[src/rtl/mw_pkg.sv]
package mw_pkg;
  typedef enum logic [2:0] {
    ST_IDLE   = 3'd0,
    ST_OPC    = 3'd1,
    ST_ADDR   = 3'd2,
    ST_DATA   = 3'd3,
    ST_READ   = 3'd4,
    ST_STATUS = 3'd5,
    ST_HOLD   = 3'd6
  } mw_state_e;

  typedef enum logic [1:0] {
    OP_EXT   = 2'b00,
    OP_WRITE = 2'b01,
    OP_READ  = 2'b10,
    OP_ERASE = 2'b11
  } mw_op_e;

  // extended group, selected by the two address MSBs
  typedef enum logic [1:0] {
    EX_LOCK   = 2'b00,
    EX_FILL   = 2'b01,
    EX_CLEAR  = 2'b10,
    EX_UNLOCK = 2'b11
  } mw_ext_e;
endpackage

[src/rtl/mw_cmd_fsm.sv]
module mw_cmd_fsm
  import mw_pkg::*;
#(
  parameter int ADDR_W = 6,
  parameter int DATA_W = 16
) (
  input  logic              clk_i,
  input  logic              rst_ni,
  input  logic              cs_i,
  input  logic              sk_i,
  input  logic              di_i,
  output mw_state_e         state_o,
  output logic              sk_rise_o,
  output logic              prog_en_o,
  output logic              we_one_o,
  output logic              we_all_o,
  output logic [ADDR_W-1:0] wr_addr_o,
  output logic [DATA_W-1:0] wr_data_o,
  output logic              rd_req_o,
  output logic [ADDR_W-1:0] rd_addr_o
);
  localparam int MAX_LEN = (ADDR_W > DATA_W) ? ADDR_W : DATA_W;
  localparam int CNT_W   = $clog2(MAX_LEN) + 1;
  localparam logic [CNT_W-1:0] ADDR_END = CNT_W'(ADDR_W - 1);
  localparam logic [CNT_W-1:0] DATA_END = CNT_W'(DATA_W - 1);

  logic              sk_q;
  logic              rise;
  mw_state_e         state_q, state_d;
  logic [CNT_W-1:0]  cnt_q;
  logic [1:0]        op_q;
  logic [ADDR_W-1:0] addr_q, addr_nxt;
  logic [DATA_W-1:0] data_q, data_nxt;
  logic              prog_en_q;
  logic              addr_last, data_last;
  mw_op_e            op;
  mw_ext_e           ext;
  logic              unlock_hit, lock_hit;

  assign rise      = cs_i & sk_i & ~sk_q;
  assign addr_nxt  = {addr_q[ADDR_W-2:0], di_i};
  assign data_nxt  = {data_q[DATA_W-2:0], di_i};
  assign addr_last = rise && (state_q == ST_ADDR) && (cnt_q == ADDR_END);
  assign data_last = rise && (state_q == ST_DATA) && (cnt_q == DATA_END);
  assign op        = mw_op_e'(op_q);
  assign ext       = mw_ext_e'(addr_nxt[ADDR_W-1 -: 2]);
  assign unlock_hit = addr_last && (op == OP_EXT) && (ext == EX_UNLOCK);
  assign lock_hit   = addr_last && (op == OP_EXT) && (ext == EX_LOCK);

  always_comb begin
    state_d = state_q;
    if (rise) begin
      unique case (state_q)
        ST_IDLE: if (di_i) state_d = ST_OPC;
        ST_OPC:  if (cnt_q == CNT_W'(1)) state_d = ST_ADDR;
        ST_ADDR: begin
          if (cnt_q == ADDR_END) begin
            unique case (op)
              OP_READ:  state_d = ST_READ;
              OP_WRITE: state_d = ST_DATA;
              OP_ERASE: state_d = prog_en_q ? ST_STATUS : ST_HOLD;
              OP_EXT: begin
                unique case (ext)
                  EX_FILL:  state_d = ST_DATA;
                  EX_CLEAR: state_d = prog_en_q ? ST_STATUS : ST_HOLD;
                  default:  state_d = ST_HOLD;
                endcase
              end
              default: state_d = ST_HOLD;
            endcase
          end
        end
        ST_DATA: if (cnt_q == DATA_END) state_d = prog_en_q ? ST_STATUS : ST_HOLD;
        default: state_d = state_q;
      endcase
    end
  end

  always_ff @(posedge clk_i or negedge rst_ni) begin
    if (!rst_ni) begin
      sk_q <= 1'b0;
    end else begin
      sk_q <= sk_i;
    end
  end

  always_ff @(posedge clk_i or negedge rst_ni) begin
    if (!rst_ni) begin
      state_q <= ST_IDLE;
      cnt_q   <= '0;
      op_q    <= '0;
      addr_q  <= '0;
      data_q  <= '0;
    end else if (!cs_i) begin
      state_q <= ST_IDLE;
      cnt_q   <= '0;
    end else begin
      state_q <= state_d;
      if (rise) begin
        cnt_q <= (state_d != state_q) ? '0 : cnt_q + CNT_W'(1);
        unique case (state_q)
          ST_OPC:  op_q   <= {op_q[0], di_i};
          ST_ADDR: addr_q <= addr_nxt;
          ST_DATA: data_q <= data_nxt;
          default: ;
        endcase
      end
    end
  end

  always_ff @(posedge clk_i or negedge rst_ni) begin
    if (!rst_ni) begin
      prog_en_q <= 1'b0;
    end else if (unlock_hit) begin
      prog_en_q <= 1'b1;
    end else if (lock_hit) begin
      prog_en_q <= 1'b0;
    end
  end

  // erase commits at the last address bit, write at the last data bit
  assign we_one_o  = prog_en_q && ((addr_last && (op == OP_ERASE)) ||
                                   (data_last && (op == OP_WRITE)));
  assign we_all_o  = prog_en_q && ((addr_last && (op == OP_EXT) && (ext == EX_CLEAR)) ||
                                   (data_last && (op == OP_EXT)));
  assign wr_addr_o = (state_q == ST_ADDR) ? addr_nxt : addr_q;
  assign wr_data_o = (state_q == ST_DATA) ? data_nxt : '1;
  assign rd_req_o  = addr_last && (op == OP_READ);
  assign rd_addr_o = addr_nxt;
  assign state_o   = state_q;
  assign sk_rise_o = rise;
  assign prog_en_o = prog_en_q;
endmodule

[src/rtl/mw_word_array.sv]
module mw_word_array #(
  parameter int ADDR_W = 6,
  parameter int DATA_W = 16
) (
  input  logic              clk_i,
  input  logic              rst_ni,
  input  logic              we_one_i,
  input  logic              we_all_i,
  input  logic [ADDR_W-1:0] wr_addr_i,
  input  logic [DATA_W-1:0] wr_data_i,
  input  logic [ADDR_W-1:0] rd_addr_i,
  output logic [DATA_W-1:0] rd_data_o
);
  localparam int WORDS = 1 << ADDR_W;

  logic [DATA_W-1:0] words [WORDS];

  for (genvar g = 0; g < WORDS; g++) begin : g_word
    logic [DATA_W-1:0] word_q;
    logic              hit;
    assign hit = we_all_i || (we_one_i && (wr_addr_i == ADDR_W'(g)));
    always_ff @(posedge clk_i or negedge rst_ni) begin
      if (!rst_ni) begin
        word_q <= '1;
      end else if (hit) begin
        word_q <= wr_data_i;
      end
    end
    assign words[g] = word_q;
  end

  assign rd_data_o = words[rd_addr_i];
endmodule

[src/rtl/mw_status_out.sv]
module mw_status_out
  import mw_pkg::*;
#(
  parameter int DATA_W      = 16,
  parameter int BUSY_CYCLES = 8,
  parameter int BUSY_W      = $clog2(BUSY_CYCLES + 1)
) (
  input  logic              clk_i,
  input  logic              rst_ni,
  input  logic              cs_i,
  input  logic              sk_rise_i,
  input  mw_state_e         state_i,
  input  logic              rd_req_i,
  input  logic [DATA_W-1:0] rd_data_i,
  input  logic              prog_start_i,
  output logic [BUSY_W-1:0] busy_cnt_o,
  output logic              do_o
);
  logic [DATA_W:0]   sh_q;
  logic [BUSY_W-1:0] busy_q;

  always_ff @(posedge clk_i or negedge rst_ni) begin
    if (!rst_ni) begin
      sh_q <= '0;
    end else if (rd_req_i) begin
      sh_q <= {1'b0, rd_data_i};   // dummy zero leads the word
    end else if (sk_rise_i && (state_i == ST_READ)) begin
      sh_q <= {sh_q[DATA_W-1:0], 1'b0};
    end
  end

  always_ff @(posedge clk_i or negedge rst_ni) begin
    if (!rst_ni) begin
      busy_q <= '0;
    end else if (prog_start_i) begin
      busy_q <= BUSY_W'(BUSY_CYCLES);
    end else if (busy_q != '0) begin
      busy_q <= busy_q - BUSY_W'(1);
    end
  end

  assign busy_cnt_o = busy_q;
  assign do_o = cs_i && (((state_i == ST_READ) && sh_q[DATA_W]) ||
                         ((state_i == ST_STATUS) && (busy_q == '0)));
endmodule

[src/rtl/mw_eeprom.sv]
module mw_eeprom
  import mw_pkg::*;
#(
  parameter int ADDR_W      = 6,
  parameter int DATA_W      = 16,
  parameter int BUSY_CYCLES = 8
) (
  input  logic clk_i,
  input  logic rst_ni,
  input  logic cs_i,
  input  logic sk_i,
  input  logic di_i,
  output logic do_o
);
  localparam int BUSY_W = $clog2(BUSY_CYCLES + 1);

  mw_state_e         state;
  logic              sk_rise;
  logic              prog_en;
  logic              we_one, we_all;
  logic [ADDR_W-1:0] wr_addr, rd_addr;
  logic [DATA_W-1:0] wr_data, rd_data;
  logic              rd_req;
  logic [BUSY_W-1:0] busy_cnt;

  mw_cmd_fsm #(.ADDR_W(ADDR_W), .DATA_W(DATA_W)) i_fsm (
    .clk_i     (clk_i),
    .rst_ni    (rst_ni),
    .cs_i      (cs_i),
    .sk_i      (sk_i),
    .di_i      (di_i),
    .state_o   (state),
    .sk_rise_o (sk_rise),
    .prog_en_o (prog_en),
    .we_one_o  (we_one),
    .we_all_o  (we_all),
    .wr_addr_o (wr_addr),
    .wr_data_o (wr_data),
    .rd_req_o  (rd_req),
    .rd_addr_o (rd_addr)
  );

  mw_word_array #(.ADDR_W(ADDR_W), .DATA_W(DATA_W)) i_array (
    .clk_i     (clk_i),
    .rst_ni    (rst_ni),
    .we_one_i  (we_one),
    .we_all_i  (we_all),
    .wr_addr_i (wr_addr),
    .wr_data_i (wr_data),
    .rd_addr_i (rd_addr),
    .rd_data_o (rd_data)
  );

  mw_status_out #(.DATA_W(DATA_W), .BUSY_CYCLES(BUSY_CYCLES), .BUSY_W(BUSY_W)) i_out (
    .clk_i        (clk_i),
    .rst_ni       (rst_ni),
    .cs_i         (cs_i),
    .sk_rise_i    (sk_rise),
    .state_i      (state),
    .rd_req_i     (rd_req),
    .rd_data_i    (rd_data),
    .prog_start_i (we_one | we_all),
    .busy_cnt_o   (busy_cnt),
    .do_o         (do_o)
  );
endmodule

[config.mk]
export PLATFORM = sky130hd
export DESIGN_NAME = mw_eeprom
export DESIGN_NICKNAME = d
export VERILOG_FILES = /design/src/rtl/mw_pkg.sv /design/src/rtl/mw_cmd_fsm.sv /design/src/rtl/mw_word_array.sv /design/src/rtl/mw_status_out.sv /design/src/rtl/mw_eeprom.sv
export SDC_FILE = /design/constraint.sdc
export NUM_CORES = 1
export LEC_CHECK = 0
export BUFFER_PORTS_ARGS = -buffer_cell sky130_fd_sc_hd__buf_2
export CORE_UTILIZATION = 28
export CTS_CLUSTER_DIAMETER = 200
export DETAILED_ROUTE_END_ITERATION = 12
export RECOVER_POWER = 25
export SLEW_MARGIN = 5
export SYNTH_ARGS = -nofsm -noshare
export SYNTH_HDL_FRONTEND = slang
export SYNTH_SLANG_ARGS = --single-unit
[constraint.sdc]
create_clock -name clk_i -period 4.3 [get_ports clk_i]
set_input_delay 0.645 -clock clk_i [delete_from_list [all_inputs] [get_ports clk_i]]
set_output_delay 0.645 -clock clk_i [all_outputs]
set_load 0.02 [all_outputs]
* Word-level counts from Yosys, hierarchy flattened
Index checks and enable logic that the tools add are counted.
** Storage, ports and cells
- Register bits after elaboration :: 1078
- Input bits :: 5
- Logic and storage cells :: 345
** Operators by class
- Add/sub/neg operators :: 2
- Magnitude comparators :: 1
- Equal/unequal tests :: 79
- Mux-type cells :: 24
- Bitwise logic cells :: 5
- Reductions and logical operators :: 161
** Operators by type and width (count)
- $eq A6 B6 Y1 const B :: 32
- $bmux W16 S6 :: 1
- $eq A6 B5 Y1 const B :: 16
- $logic_and A1 B1 Y1 :: 82
- $logic_or A1 B1 Y1 :: 67
- $eq A6 B4 Y1 const B :: 8
- $mux W16 :: 3
- $mux W17 :: 2
- $eq A6 B3 Y1 const B :: 4
- $pmux W3 S4 :: 2
- $mux W3 :: 6
- $mux W5 :: 3
- $eq A6 B2 Y1 const B :: 2
- $eq A2 B2 Y1 const B :: 4
- $mux W4 :: 2
- $ge A7 B7 Y1 const B :: 1
- $not A6 Y7 :: 1
- $eq A3 B2 Y1 const B :: 2
- $eq A3 B3 Y1 const B :: 2
- $eq A6 B1 Y1 const B :: 1
- $logic_not A6 Y1 :: 1
- $mux W6 :: 1
- $pmux W3 S2 :: 1
- $reduce_and A3 Y1 :: 2
- 20 further kinds :: 26

* Longest topological paths before layout
- Depth in word-level cells :: 10
- Depth in mapped cells :: 11
- Depth with buffers taken out :: 8

* Hierarchy
Synthesis repeated with hierarchy kept, for this count alone.
** Unflattened totals
- Cell total of the unflattened synthesis :: 3210
- Area, all modules :: 50807.5 um^2
** Modules (own cells, without submodules)
- mw_word_array :: times used 1, cells an instance 2930, area each 47798.3 um^2, seq. area each 26905.8 um^2
- mw_cmd_fsm :: times used 1, cells an instance 186, area each 1988.2 um^2, seq. area each 825.8 um^2
- mw_status_out :: times used 1, cells an instance 93, area each 1014.7 um^2, seq. area each 525.5 um^2
- mw_eeprom :: times used 1, cells an instance 1, area each 6.3 um^2, seq. area each 0.0 um^2

* Least setup slack after synthesis
OpenSTA, ideal clock, no wires.
- Path kind :: input-to-reg
- Start point :: input di_i
- End point :: register i_out.sh_q[10]
- Library setup time :: 0.138 ns
- Data arrival time :: 2.792 ns
- Data required time :: 4.162 ns
- Setup slack :: 1.370 ns
- Cell stages on the path :: 7
- Path through :: buf_2 buf_2 buf_1 mux4_2 mux4_2 a21oi_1 o211ai_1
** On the way
- Longest elaborated chain between the ends :: 5
** Ends and longest elaborated chain
- start: declaration :: line mw_eeprom.sv:12 : input logic di_i,
- $not A6 Y7 (implied by the code) :: line mw_word_array.sv:32 : assign rd_data_o = words[rd_addr_i];
- $bmux W16 S6 :: line mw_word_array.sv:32
- $mux W16 (implied by the code) (2 in a row) :: line mw_word_array.sv:32
- $mux W17 :: line mw_status_out.sv:25 : end else if (rd_req_i) begin
- end signal: assignment :: line mw_status_out.sv:26 : sh_q <= {1'b0, rd_data_i};
- end signal: assignment :: line mw_status_out.sv:28 : sh_q <= {sh_q[DATA_W-1:0], 1'b0};
- end: declaration :: line mw_status_out.sv:19 : logic [DATA_W:0] sh_q;
Every way passes these cells. The select of a mux whose other input is x is not followed.
A chain may end at the register's enable or synchronous reset.

* Worst setup path in the final report
- Start point :: register i_fsm.state_q[2], in the netlist i_fsm.state_o[2]
- End point :: register i_array.g_word[9].word_q[7]
** On the way
- Longest elaborated chain between the ends :: 8
- Elaborated cells on any way between the ends :: 20
- Those cells by class :: 3 x eq/ne; 2 x mux; 15 x reduce/logical
** Ends and longest elaborated chain
- start: declaration :: line mw_cmd_fsm.sv:29 : mw_state_e state_q, state_d;
- start signal: assignment :: line mw_cmd_fsm.sv:98 : state_q <= state_d;
- parallel branches: the longest is 8 deep, another holds $mux W6
- end signal: assignment :: line mw_word_array.sv:26 : word_q <= wr_data_i;
- end: declaration :: line mw_word_array.sv:19 : logic [DATA_W-1:0] word_q;
Parallel ways; which one is timed is not known.

==> flow_metrics.py <==
metrics = {
    "routing": {
        "first_iter_violations": 1805,
        "wl_um": 134000,
        "viasPerCell": 5.02,
        "drt-pass1-iter-count": 5,
        "wire_per_inst_um": 23.1,
        "drc": 0,
        "ant_nets": 0,
        "vias": 29000,
    },
    "cts": {
        "cts_setup_buffers": 0,
        "htreeDepth": 3,
        "cts_resized": 0,
        "cts_tree": "done",
        "clockBufferDepth": 3,
        "postCtsHoldBufs": 0,
        "clk_pin_slew_worst_paths_ns": 0.06,
        "numCtsBuffers": 110,
        "cts_root_buffer": "clkbuf_16",
        "clock-sinks": 1078,
        "clk_latency_ns": 0.70,
    },
    "timing": {
        "fin_crit_sh_pct": 85.1,
        "rsz0062_at_grt": "no",
        "min_period_ns": 3.66,
        "relSlewSlack_pct": -80.7,
        "finalHoldViolations": 0,
        "tns_ns": 0,
        "skew_ns": 0.0246,
        "fmax_mhz": 273,
        "hold_ws_ns": 0.113,
        "report.final.slew_viol_count": 247,
        "setup_viol": 0,
        "tightest_slew_ns": 2.71,
    },
    "setup_path": {
        "crit_arrival_ns": 4.28,
        "cp-end-kind": "flip-flop",
        "r2r_cells": 6,
        "slowest_delay_ns": 0.74,
        "path_buf_inv": 0,
        "path_cells": "nor3b_4 > a31oi_2 > or3_1 > or2_1 > o21a_1 > mux2_2",
        "rrSetupSlack_ns": 0.64,
        "critPathSlowestCell": "nor3b_4",
        "critical_path.startpoint": "i_fsm.state_o[2]$_DFF_PN0_",
        "cp.required_ns": 4.92,
        "critical_path_class": "flip-flop to flip-flop",
        "critPathTopFamily": "simple AND/OR/NAND/NOR gates",
        "cp_max_fo": 16,
        "worstReg2RegEnd": "i_array.g_word[9].word_q[7]$_DFFE_PN1P_",
        "crit_path_start_kind": "flip-flop",
        "cp-endpoint": "i_array.g_word[9].word_q[7]$_DFFE_PN1P_",
        "cp.depth": 6,
        "worstReg2RegStart": "i_fsm.state_o[2]$_DFF_PN0_",
    },
    "final_layout": {
        "num-nets-final": 3338,
        "nFillCells": 17700,
        "area_growth_pct": 12.7,
        "drive_above_1_share_pct": 77.8,
        "fin_util_pct": 31.9,
    },
    "pwr": {
        "max-vdd-ir-drop_v": 0.000373,
        "powerDensity_nw_per_um2": 383,
        "power.leakage_nw": 23.3,
    },
    "floorplan": {
        "die_w_um": 431,
        "num_rows": 156,
        "io_pins": 6,
        "core_region_area_sq_um": 182000,
        "start_util_pct": 28.3,
        "dieHeight_um": 431,
        "dieArea_sq_um": 185000,
    },
    "global_route": {
        "gr-total-overflow": 0,
        "antenna_found_initial": 6,
        "global_route.usage.total_pct": 14.4,
        "grt_pass1_vias": 30100,
        "grt_pass1_wl_um": 202000,
        "grt_max_degree": 117,
    },
    "placement": {
        "port_buffers": 5,
        "finalWeightedCongestion": 0.959,
        "place.detailed.hpwl_um": 81900,
    },
    "hold_path": {
        "hp-class": "input pin to flip-flop",
    },
    "logic_synthesis": {
        "netlist_area_sq_um": 51400,
        "yosysUniqueCellTypes": 78,
        "synth_nets": 3385,
        "yosys_most_used_dff": "dfstp_2",
        "synth_seq_cells": 1078,
        "ys_seq_area_share_pct": 54.9,
        "yosys_warnings": 0,
        "synth-edff-count": 0,
        "syn_avg_cell_area_sq_um": 15.3,
        "synthArstFlopShare_pct": 100,
        "syn_inst": 3371,
    },
    "run_status": {
        "outcome": "finished with violations",
        "violations": "max-capacitance violations, max-slew violations",
    },
    "job": {
        "drv_cap": 6,
    },
}
-- kinds of logic (layout without fill, tap and decap cells) --
group	count (synthesis)	count (layout)	share of synthesized area, %
XOR/XNOR	2	2	0.0341
multiplexers	1394	1394	35.3
adder cells (fa/ha/maj)	9	9	0.219
other	0	3	0
AND/OR/NAND/NOR	339	339	3.32
buffers and inverters	322	360	2.84
flip-flops	1078	1078	54.9
AO/OA/AOI/OAI	227	227	3.32
-- through the flow --
stage | setup slack, ns | total power [mW] | instances | area [sq um]
finish | 0.641 | 22.2 | 5782 | 57900
global route | 0.267 | 23.0 | 5779 | 57900
CTS | 0.750 | 22.5 | 5779 | 58000
detailed placement | 0.736 | 12.9 | 5582 | 54500
global placement | 0.844 | 12.9 | 5582 | 54500
floorplan | 1.37 | 11.7 | 3371 | 51400
-- power breakdown --
group | switching, mW | internal [mW] | total (mW)
clock | 4.02 | 5.45 | 9.48
sequential | 0.142 | 10.3 | 10.4
combinational | 1.55 | 0.706 | 2.25
-- worst reg2reg max path: cells and delay by family, from the launching register on --
family	cells	cell delay, ns
multiplexers	1	0.48
AO/OA/AOI/OAI	2	0.94
AND/OR/NAND/NOR	3	1.60
flip-flops	1	0.57
-- worst min-delay path by stage --
stage | from | endpoint | cells past startpoint
final | sk_i | i_fsm.sk_q$_DFF_PN0_ | 1
after global routing | sk_i | i_fsm.sk_q$_DFF_PN0_ | 1
after CTS | sk_i | i_fsm.sk_q$_DFF_PN0_ | 1
after detailed placement | i_fsm.data_q[14]$_DFFE_PN0P_ | i_fsm.data_q[14]$_DFFE_PN0P_ | 1
after global placement | i_fsm.data_q[14]$_DFFE_PN0P_ | i_fsm.data_q[14]$_DFFE_PN0P_ | 1
after floorplan | rst_ni | i_fsm.addr_q[0]$_DFFE_PN0P_ | 0
-- layout make-up --
| class | count | area, sq um | area share, % |
|---|---|---|---|
| clock buffer | 162 | 3180 | 5.49 |
| clock inverter | 35 | 352 | 0.607 |
| timing repair buffer | 146 | 1230 | 2.12 |
| inverter | 17 | 63.8 | 0.110 |
| multi-input combinational | 1971 | 21900 | 37.8 |
| tap | 2370 | 2970 | 5.12 |
| sequential | 1078 | 28300 | 48.8 |
| antenna | 3 | 7.51 | 0.0130 |
-- per-layer routing --
layer	up-vias	GRT usage, %	routed length [um]
met2	610	22.6	62200
met1	15700	19.4	59000
met5	-	0	56
met3	215	3.10	7700
li1	12400	-	-
met4	8	5.54	4670
-- Yosys cell counts, drive strengths merged (36+ instances only) --
master / count / area (sq um)
mux2: 1045 / 11800
dfstp: 1024 / 26900
mux4: 226 / 5090
clkbuf: 159 / 597
buf: 146 / 798
mux2i: 123 / 1230
nor2: 96 / 385
nand2: 89 / 334
a22oi: 59 / 443
dfrtp: 54 / 1350
nor3: 47 / 245
a21oi: 41 / 209
o21ai: 39 / 274
o211ai: 36 / 270
-- registers in the layout, indices dropped and copies added (netlist names) --
| name | flops |
|---|---|
| i_array.g_word.word_q | 1024 |
| i_fsm.cnt_q | 5 |
| i_fsm.sk_q | 1 |
| i_fsm.addr_q | 6 |
| i_fsm.state_o | 3 |
| i_fsm.op | 2 |
| i_fsm.data_q | 15 |
| i_out.busy_cnt_o | 4 |
| i_out.sh_q | 17 |
| i_fsm.prog_en_o | 1 |
-- cells in the final DEF, fill, tap and decap left out, types with 9 or more instances in the layout --
cell type,instances
dfstp_2,1024
mux2_2,989
mux4_2,226
mux2i_1,123
buf_4,114
clkbuf_16,112
nand2_1,89
nor2_1,75
a22oi_1,59
dfrtp_1,52
nor3_1,44
clkbuf_1,40
o211ai_1,36
mux2_1,35
a21oi_1,33
o21ai_0,26
mux2_4,21
nor2_2,21
clkinv_2,21
clkbuf_8,19
nand3_1,18
nand2b_2,16
buf_12,14
inv_1,13
nor2b_1,11
o21ai_2,9
ha_1,9
(Power assumes the default switching activity.)
